**src/rtl/lcnt_pkg.sv**
```systemverilog
package lcnt_pkg;

  localparam int unsigned LCW     = 12;
  localparam int unsigned REG_W   = 32;
  localparam int unsigned N_SCL   = 2;
  localparam int unsigned SRC_LSB = 0;
  localparam int unsigned TGT_LSB = 16;
  localparam int unsigned SRC_SEL = SRC_LSB + LCW;
  localparam int unsigned TGT_SEL = TGT_LSB + LCW;

  typedef logic [LCW-1:0] lcnt_t;
  localparam lcnt_t LC_MAX = '1;

  typedef enum logic {
    SCL_HORIZ    = 1'b0,
    SCL_BINRATIO = 1'b1
  } scl_sel_e;

  typedef struct packed {
    scl_sel_e tsel;
    lcnt_t    tthr;
    scl_sel_e ssel;
    lcnt_t    sthr;
  } thr_cfg_t;

  // saturating step of a line counter
  function automatic lcnt_t lcnt_bump(lcnt_t c);
    return (c == LC_MAX) ? c : c + lcnt_t'(1);
  endfunction

  // event decision: zero threshold ticks per line, otherwise equality on a real step
  function automatic logic lcnt_fires(lcnt_t thr, logic tick, logic upd, lcnt_t nxt);
    if (thr == '0) return tick;
    return upd && (nxt == thr);
  endfunction

  function automatic thr_cfg_t cfg_unpack(logic [REG_W-1:0] w);
    thr_cfg_t c;
    c.sthr = w[SRC_LSB +: LCW];
    c.ssel = scl_sel_e'(w[SRC_SEL]);
    c.tthr = w[TGT_LSB +: LCW];
    c.tsel = scl_sel_e'(w[TGT_SEL]);
    return c;
  endfunction

  function automatic logic [REG_W-1:0] cfg_pack(thr_cfg_t c);
    logic [REG_W-1:0] w;
    w = '0;
    w[SRC_LSB +: LCW] = c.sthr;
    w[SRC_SEL]        = c.ssel;
    w[TGT_LSB +: LCW] = c.tthr;
    w[TGT_SEL]        = c.tsel;
    return w;
  endfunction

endpackage

```
**src/rtl/lcnt_line_counter.sv**
```systemverilog
module lcnt_line_counter
  import lcnt_pkg::*;
(
  input  logic  clk,
  input  logic  rst_n,
  input  logic  frame_i,
  input  logic  line_i,
  output lcnt_t cnt_o,
  output lcnt_t nxt_o,
  output logic  tick_o,
  output logic  upd_o
);

  lcnt_t cnt_q;

  always_comb begin
    tick_o = line_i && !frame_i;
    upd_o  = tick_o && (cnt_q != LC_MAX);
    if (frame_i)     nxt_o = '0;
    else if (line_i) nxt_o = lcnt_bump(cnt_q);
    else             nxt_o = cnt_q;
  end

  always_ff @(posedge clk) begin
    if (!rst_n) cnt_q <= '0;
    else        cnt_q <= nxt_o;
  end

  assign cnt_o = cnt_q;

endmodule

```
**src/rtl/lcnt_thr_regs.sv**
```systemverilog
module lcnt_thr_regs
  import lcnt_pkg::*;
#(
  parameter int unsigned N_TASK = 2,
  parameter int unsigned TW     = 1
)(
  input  logic                    clk,
  input  logic                    rst_n,
  input  logic                    wr_en,
  input  logic [TW-1:0]           wr_task,
  input  logic [REG_W-1:0]        wr_data,
  input  logic [TW-1:0]           rd_task,
  output logic [REG_W-1:0]        rd_data,
  output thr_cfg_t [N_TASK-1:0]   cfg_o
);

  thr_cfg_t [N_TASK-1:0] cfg_q;

  always_ff @(posedge clk) begin
    if (!rst_n) begin
      cfg_q <= '0;
    end else if (wr_en && (32'(wr_task) < N_TASK)) begin
      cfg_q[wr_task] <= cfg_unpack(wr_data);
    end
  end

  always_comb begin
    if (32'(rd_task) < N_TASK) rd_data = cfg_pack(cfg_q[rd_task]);
    else                       rd_data = '0;
  end

  assign cfg_o = cfg_q;

endmodule

```
**src/rtl/lcnt_evt_flag.sv**
```systemverilog
module lcnt_evt_flag
  import lcnt_pkg::*;
(
  input  logic                       clk,
  input  logic                       rst_n,
  input  lcnt_t                      thr_i,
  input  scl_sel_e                   sel_i,
  input  logic [N_SCL-1:0]           tick_i,
  input  logic [N_SCL-1:0]           upd_i,
  input  logic [N_SCL-1:0][LCW-1:0]  nxt_i,
  input  logic                       clr_i,
  output logic                       hit_o,
  output logic                       flag_o
);

  logic sidx;
  logic flag_q;

  assign sidx  = sel_i;
  assign hit_o = lcnt_fires(thr_i, tick_i[sidx], upd_i[sidx], nxt_i[sidx]);

  always_ff @(posedge clk) begin
    if (!rst_n)     flag_q <= 1'b0;
    else if (hit_o) flag_q <= 1'b1;
    else if (clr_i) flag_q <= 1'b0;
  end

  assign flag_o = flag_q;

endmodule

```
**src/rtl/lcnt_evt_gen.sv**
```systemverilog
module lcnt_evt_gen
  import lcnt_pkg::*;
#(
  parameter int unsigned N_TASK = 2,
  localparam int unsigned TW = (N_TASK > 1) ? $clog2(N_TASK) : 1
)(
  input  logic              clk,
  input  logic              rst_n,
  input  logic              cfg_wr_en,
  input  logic [TW-1:0]     cfg_wr_task,
  input  logic [REG_W-1:0]  cfg_wr_data,
  input  logic [TW-1:0]     cfg_rd_task,
  output logic [REG_W-1:0]  cfg_rd_data,
  input  logic              hscl_frame,
  input  logic              hscl_line,
  input  logic              bscl_frame,
  input  logic              bscl_line,
  input  logic [N_TASK-1:0] src_clr,
  input  logic [N_TASK-1:0] tgt_clr,
  output logic [N_TASK-1:0] src_evt,
  output logic [N_TASK-1:0] tgt_evt
);

  // scaler index 0 = horizontal, 1 = binary-ratio (matches scl_sel_e)
  logic [N_SCL-1:0]           frame_v, line_v, tick_v, upd_v;
  logic [N_SCL-1:0][LCW-1:0]  cnt_q, nxt_v;
  logic [N_TASK-1:0]          src_hit, tgt_hit;
  thr_cfg_t [N_TASK-1:0]      cfg_v;

  assign frame_v = {bscl_frame, hscl_frame};
  assign line_v  = {bscl_line,  hscl_line};

  for (genvar s = 0; s < N_SCL; s++) begin : g_scl
    lcnt_line_counter u_cnt (
      .clk     (clk),
      .rst_n   (rst_n),
      .frame_i (frame_v[s]),
      .line_i  (line_v[s]),
      .cnt_o   (cnt_q[s]),
      .nxt_o   (nxt_v[s]),
      .tick_o  (tick_v[s]),
      .upd_o   (upd_v[s])
    );
  end

  lcnt_thr_regs #(.N_TASK(N_TASK), .TW(TW)) u_regs (
    .clk     (clk),
    .rst_n   (rst_n),
    .wr_en   (cfg_wr_en),
    .wr_task (cfg_wr_task),
    .wr_data (cfg_wr_data),
    .rd_task (cfg_rd_task),
    .rd_data (cfg_rd_data),
    .cfg_o   (cfg_v)
  );

  for (genvar t = 0; t < N_TASK; t++) begin : g_task
    lcnt_evt_flag u_src (
      .clk    (clk),
      .rst_n  (rst_n),
      .thr_i  (cfg_v[t].sthr),
      .sel_i  (cfg_v[t].ssel),
      .tick_i (tick_v),
      .upd_i  (upd_v),
      .nxt_i  (nxt_v),
      .clr_i  (src_clr[t]),
      .hit_o  (src_hit[t]),
      .flag_o (src_evt[t])
    );
    lcnt_evt_flag u_tgt (
      .clk    (clk),
      .rst_n  (rst_n),
      .thr_i  (cfg_v[t].tthr),
      .sel_i  (cfg_v[t].tsel),
      .tick_i (tick_v),
      .upd_i  (upd_v),
      .nxt_i  (nxt_v),
      .clr_i  (tgt_clr[t]),
      .hit_o  (tgt_hit[t]),
      .flag_o (tgt_evt[t])
    );
  end

endmodule

```
**config.mk**
```make
export PLATFORM = sky130hd
export DESIGN_NAME = lcnt_evt_gen
export DESIGN_NICKNAME = d
export VERILOG_FILES = /design/src/rtl/lcnt_pkg.sv /design/src/rtl/lcnt_line_counter.sv /design/src/rtl/lcnt_thr_regs.sv /design/src/rtl/lcnt_evt_flag.sv /design/src/rtl/lcnt_evt_gen.sv
export SDC_FILE = /design/constraint.sdc
export NUM_CORES = 1
export LEC_CHECK = 0
export BUFFER_PORTS_ARGS = -buffer_cell sky130_fd_sc_hd__buf_2
export CORE_UTILIZATION = 30
export CTS_BUF_LIST = sky130_fd_sc_hd__clkbuf_8
export CTS_CLUSTER_SIZE = 28
export DETAILED_ROUTE_END_ITERATION = 8
export PLACE_DENSITY_LB_ADDON = 0.08
export SLEW_MARGIN = 20
export SYNTH_ARGS = -nofsm -noshare
export SYNTH_HDL_FRONTEND = slang
export SYNTH_HIERARCHICAL = 1
export SYNTH_SLANG_ARGS = --single-unit
```
**constraint.sdc**
```tcl
create_clock -name clk -period 5.7 [get_ports clk]
set_input_delay 1.71 -clock clk [delete_from_list [all_inputs] [get_ports clk]]
set_output_delay 1.71 -clock clk [all_outputs]
set_load 0.005 [all_outputs]
```
==> qor.log, run 1 <==
qor: timing.final_period_minus_worst_setup_slack 4490 ps
qor: global_routing.globalRouteTotalUtil 16.7%
qor: floorplan.chipWidth 135 um
qor: logic_synthesis.synthesis.area_per_instance 9.04 um^2
qor: drt.postRouteWirelength 14800 um
qor: power_and_ir_drop.final_power 1.21 mW
qor: timing.finalClockSkew 7.32 ps
qor: status.run_status finished clean
qor: timing.final.period_utilization 78.9%
qor: clock_tree.clk_transition_reported_paths 80 ps
qor: drt.post-route-drc-count 0
qor: finish.register_area 1600 um^2
qor: clock_tree.ctsHtreeMaxLevel 3
qor: clock_tree.tritoncts yes
qor: floorplan.fp.dieArea 18100 um^2
qor: timing.final-max-slew-violation-count 0
qor: drt.antenna_left 0
qor: worst_setup_path.start_kind primary input
qor: worst_setup_path.crit-reg2reg-launch g_scl[1].u_cnt/cnt_o[0]$_SDFF_PN0_
qor: global_routing.antenna_found_initial 0
qor: worst_setup_path.worst-endpoint-arrival 2780 ps
qor: clock_tree.cts_max_path_buffers 2
qor: clock_tree.post_cts_gate_resize_count 0
qor: finish.filler_cell_count 1798
qor: finish.final_core_utilization 33.6%
qor: logic_synthesis.synthesis.instances 584
qor: worst_setup_path.timing_worst_setup_path_type in2out
qor: worst_setup_path.worstRegToRegCells 10
qor: global_routing.grt_pass1_wl 22900 um
qor: clock_tree.cts_setup_buffers 0
qor: floorplan.fp-row-count 48
qor: worst_setup_path.crit_path_max_fanout 26
qor: worst_setup_path.reg2reg_setup_slack 2730 ps
qor: finish.fin_nets 680
qor: floorplan.die_y 135 um
qor: worst_setup_path.end_kind primary output
qor: worst_setup_path.worst_ep_required_time 3990 ps
qor: drt.detailroute.via_count 4325
qor: finish.area_growth 9.79%
qor: timing.clock.fmax 222 MHz
qor: global_routing.first_global_vias 4201
qor: drt.routedWlPerCell 17.1 um
qor: drt.routed_via_density 5.01
qor: power_and_ir_drop.power_per_unit_of_standard_cell_area 209 nW/um^2
qor: worst_setup_path.cp-startpoint cfg_rd_task
qor: finish.final_layout_size_suffix_gt1_share 20.2%
qor: floorplan.top_level_ports 81
qor: clock_tree.worstSkewPairLatency 370 ps
qor: placed_design.detailed_place.area 5610 um^2
qor: finish.non_filler_cell_area_final 5800 um^2
qor: timing.worst-slew-pin-transition 1070 ps
qor: placed_design.place_congestion 0.762
qor: clock_tree.clock-sinks 80
qor: timing.fin_setup_tns 0 ps
qor: floorplan.initial_core_utilization 30.6%
qor: floorplan.core_area 17200 um^2
qor: logic_synthesis.yosysWarningCount 6
qor: clock_tree.cts_buffers 9
qor: finish.multiInputGateArea 3350 um^2
qor: placed_design.detailedPlace.worstSlack 1200 ps
qor: global_routing.global_route.overflow_total 0
qor: timing.max_slew_margin 28.7%
qor: power_and_ir_drop.power_leakage 2.21 nW
qor: timing.grt_setup_unrepaired false
qor: worst_setup_path.crit-reg2reg-capture g_task[1].u_src/flag_o$_SDFFE_PN0P_
qor: clock_tree.clock_tree.root_cell sky130_fd_sc_hd__clkbuf_8
qor: timing.finalHoldViolations 0
qor: timing.worst_slack 1210 ps
qor: clock_tree.cts.hold.buffers_added 0
qor: placed_design.detailed_place_hpwl 11200 um
qor: global_routing.grt_max_degree 46
qor: finish.number_of_inserted_diodes 0
qor: drt.drt-pass1-iter-count 4
qor: placed_design.place.port_buffers 68
qor: worst_hold_path.worstHoldPathType reg2reg
qor: timing.setup_violations 0
qor: flow_run.drv.max_cap_violation_count 0
qor: worst_setup_path.critical_path_endpoint cfg_rd_data[11]
qor: logic_synthesis.synthesis.area 5280 um^2
qor: power_and_ir_drop.largest_vdd_supply_drop 0.000121 V
qor: drt.drtIter0Drc 172
power by group:
group | internal (mW) | switching, mW
combinational | 0.0898 | 0.0869
clock | 0.198 | 0.216
sequential | 0.581 | 0.0384
cell type report:
class	count	share of cell area (%)
Multi-Input combinational cell	466	57.8
Inverter	6	0.389
Clock buffer	9	2.14
Timing Repair Buffer	70	6.13
Tap cell	225	4.86
Sequential cell	80	27.6
Clock inverter	7	1.10
metrics by stage:
| stage | hold WS [ps] | cells |
|---|---|---|
| 2_1_floorplan | 457 | 589 |
| 3_3_place_gp | 492 | 847 |
| 3_5_place_dp | 495 | 847 |
| 4_1_cts | 510 | 863 |
| 5_1_grt | 532 | 863 |
| 6_report | 498 | 863 |
registers in the layout, summed over array words and instances (netlist names):
| register | flops |
|---|---|
| g_task.u_tgt/flag_o | 2 |
| u_regs/cfg_o | 52 |
| g_task.u_src/flag_o | 2 |
| g_scl.u_cnt/cnt_o | 24 |
critical path, stage by stage:
cell	delay, ps
sky130_fd_sc_hd__buf_2	520
sky130_fd_sc_hd__mux2_2	420
sky130_fd_sc_hd__buf_2	130
worst min path at each step:
stage,to,cells after the start,start,slack (ps)
2_1_floorplan,u_regs/cfg_o[38]$_SDFFE_PN0P_,2,u_regs/cfg_o[38]$_SDFFE_PN0P_,460
3_3_place_gp,u_regs/cfg_o[37]$_SDFFE_PN0P_,2,u_regs/cfg_o[37]$_SDFFE_PN0P_,490
3_5_place_dp,g_task[0].u_tgt/flag_o$_SDFFE_PN0P_,2,g_task[0].u_tgt/flag_o$_SDFFE_PN0P_,500
4_1_cts,g_task[0].u_tgt/flag_o$_SDFFE_PN0P_,2,g_task[0].u_tgt/flag_o$_SDFFE_PN0P_,510
5_1_grt,g_task[0].u_tgt/flag_o$_SDFFE_PN0P_,2,g_task[0].u_tgt/flag_o$_SDFFE_PN0P_,530
6_report,g_task[0].u_tgt/flag_o$_SDFFE_PN0P_,2,g_task[0].u_tgt/flag_o$_SDFFE_PN0P_,500
cell usage in the layout, fill, tap and decap left out, types with 10 or more instances in the layout:
master,n
sky130_fd_sc_hd__and3_1,11
sky130_fd_sc_hd__buf_2,68
sky130_fd_sc_hd__dfxtp_1,80
sky130_fd_sc_hd__mux2_2,33
sky130_fd_sc_hd__mux2i_1,106
sky130_fd_sc_hd__nand2_1,96
sky130_fd_sc_hd__nand3_1,10
sky130_fd_sc_hd__nor2_1,47
sky130_fd_sc_hd__nor4_1,25
sky130_fd_sc_hd__o21ai_0,10
sky130_fd_sc_hd__xnor2_1,53
routing by layer:
layer / global-route usage [%] / routed length (um) / vias to the layer above
met5: 0 / 0 / -
met4: 6.68 / 248 / 0
met3: 2.25 / 507 / 16
met2: 26.5 / 6820 / 93
met1: 22.7 / 7220 / 2087
li1: - / - / 2129
No activity file was read; power rests on OpenSTA's default activity.
==> inputs of run 2 (changes only) <==
Clock period 5.7 ns to 4.4 ns, I/O delays scaled along.
==> run 2 against run 1 <==
Non-clock buffer count is 2 higher. Power is 31% higher. Clock-buffer cell count stayed put. Register-to-register slack worse by 1300 ps. Sequential power is 30% higher. Via count is 0.39% lower. Final area is 0.82% higher. Clock skew is 8.2 ps higher. Critical path depth is 1 higher. Sequential share of layout area is 0.22 points lower. Die area stayed put. Largest cell class unchanged.
==> qor.log, run 2 (same netlist as run 1, synthesis figures left out) <==
qor: finish.fin_nets 682
qor: global_routing.first_global_vias 4284
qor: finish.filler_cell_count 1805
qor: worst_setup_path.worst-endpoint-arrival 2320 ps
qor: placed_design.place_congestion 0.783
qor: power_and_ir_drop.largest_vdd_supply_drop 0.000129 V
qor: global_routing.grt_max_degree 55
qor: finish.flip_flop_count_of_the_largest_register_all_copies_and_words_added 52
qor: finish.final_layout_size_suffix_gt1_share 20.5%
qor: finish.number_of_inserted_diodes 0
qor: floorplan.initial_core_utilization 30.6%
qor: finish.post_route_non_filler_standard_cell_count 865
qor: floorplan.chipWidth 135 um
qor: placed_design.detailedPlace.worstSlack 539 ps
qor: worst_setup_path.slowest_delay 350 ps
qor: finish.multiInputGateArea 3350 um^2
qor: finish.area_growth 10.7%
qor: power_and_ir_drop.power_leakage 2.23 nW
qor: drt.postRouteWirelength 14900 um
qor: timing.fin_setup_tns 0 ps
qor: drt.drt-pass1-iter-count 4
qor: floorplan.fp.dieArea 18100 um^2
qor: worst_setup_path.end_kind primary output
qor: timing.setup_violations 0
qor: power_and_ir_drop.final_power 1.59 mW
qor: drt.antenna_left 0
qor: placed_design.detailed_place_hpwl 11300 um
qor: worst_setup_path.start_kind primary input
qor: drt.post-route-drc-count 0
qor: worst_setup_path.worst_ep_required_time 3080 ps
qor: floorplan.core_area 17200 um^2
qor: clock_tree.post_cts_gate_resize_count 0
qor: power_and_ir_drop.power_per_unit_of_standard_cell_area 272 nW/um^2
qor: flow_run.drv.max_cap_violation_count 0
qor: clock_tree.cts_setup_buffers 0
qor: timing.grt_setup_unrepaired false
qor: finish.most_common_library_cell_in_the_layout_ignoring_fill_and_taps sky130_fd_sc_hd__mux2i_1
qor: drt.routedWlPerCell 17.2 um
qor: timing.max_slew_margin 26.3%
qor: worst_setup_path.crit_buf_inv 3
qor: clock_tree.clk_transition_reported_paths 80 ps
qor: timing.final.period_utilization 82.6%
qor: drt.detailroute.via_count 4308
qor: timing.final_period_minus_worst_setup_slack 3640 ps
qor: clock_tree.cts.hold.buffers_added 0
qor: finish.register_area 1600 um^2
qor: finish.mostFrequentLayoutCells 106 x sky130_fd_sc_hd__mux2i_1, 96 x sky130_fd_sc_hd__nand2_1, 80 x sky130_fd_sc_hd__dfxtp_1
qor: worst_setup_path.timing_worst_setup_path_type in2out
qor: timing.final-max-slew-violation-count 0
qor: worst_setup_path.critPathTopFamily buffers and inverters
qor: drt.routed_via_density 4.98
qor: drt.drtIter0Drc 243
qor: global_routing.globalRouteTotalUtil 16.9%
qor: global_routing.grt_pass1_wl 23200 um
qor: placed_design.placedCellCount 849
qor: placed_design.place.port_buffers 68
qor: global_routing.antenna_found_initial 0
qor: floorplan.die_y 135 um
qor: timing.worst_slack 764 ps
qor: timing.clock.fmax 275 MHz
qor: clock_tree.clock-sinks 80
qor: clock_tree.cts_max_path_buffers 2
qor: clock_tree.worstSkewPairLatency 380 ps
qor: timing.worst-slew-pin-transition 1100 ps
qor: timing.finalHoldViolations 0
qor: status.run_status finished clean
qor: clock_tree.ctsHtreeMaxLevel 3
qor: worst_setup_path.reg2reg_setup_slack 1410 ps
qor: worst_setup_path.crit_chain buf_2 > buf_12 > mux2_2 > buf_2
qor: timing.finalClockSkew 15.5 ps
qor: clock_tree.tritoncts yes
qor: floorplan.top_level_ports 81
qor: floorplan.fp-row-count 48
qor: worst_setup_path.worst_path_most_repeated_cell sky130_fd_sc_hd__buf_2
qor: worst_setup_path.crit_path_max_fanout 14
qor: worst_setup_path.critical_path.slowest_cell sky130_fd_sc_hd__mux2_2
qor: clock_tree.cts_buffers 9
qor: clock_tree.clock_tree.root_cell sky130_fd_sc_hd__clkbuf_8
qor: global_routing.global_route.overflow_total 0
qor: worst_hold_path.worstHoldPathType reg2reg
## run 2: area by class of cell
type,count,area share (%)
clock buffers,9,2.12
multi-input cells,466,57.3
clock inverters,7,1.22
well taps,225,4.82
repair buffers,72,6.77
flip-flops and latches,80,27.4
inverters,6,0.385
## run 2: path summary, 6_finish.rpt
path                                                            end  cells past startpoint                           startpoint
worst min-delay path            g_task[0].u_tgt/flag_o$_SDFFE_PN0P_                      2  g_task[0].u_tgt/flag_o$_SDFFE_PN0P_
worst min register to register  g_task[0].u_tgt/flag_o$_SDFFE_PN0P_                      2  g_task[0].u_tgt/flag_o$_SDFFE_PN0P_
worst max-delay path                                 cfg_rd_data[7]                      4                          cfg_rd_task
worst max register to register  g_task[1].u_src/flag_o$_SDFFE_PN0P_                     10   g_scl[0].u_cnt/cnt_o[0]$_SDFF_PN0_
## run 2: tightest hold or removal path, stage by stage, from the launching register on
cell and delay, ps:
sky130_fd_sc_hd__dfxtp_1 310, sky130_fd_sc_hd__nand2b_1 70, sky130_fd_sc_hd__a31oi_1 70
## run 2: metrics by stage
step                util [%]  area, um^2  hold slack (ps)
finish                  33.9        5840              495
global route            33.9        5840              536
CTS                     33.9        5840              503
detailed placement      32.8        5650              490
global placement        32.8        5650              490
floorplan                  -        5300              457
## run 2: where the power goes
group / switching [mW] / internal [mW] / total (mW) / leakage, nW
Sequential: 0.0503 / 0.752 / 0.803 / 0.652
Clock: 0.294 / 0.262 / 0.556 / 0.0970
Combinational: 0.113 / 0.119 / 0.232 / 1.48
## run 2: per-layer routing
metal  up-vias  share of wire [%]  global-route usage [%]
met1      2058                 49                    22.9
met2        88                 44                    26.5
li1       2139                  -                       -
met5         -                  0                       0
met3        23                3.6                    2.48
met4         0                2.7                    7.80
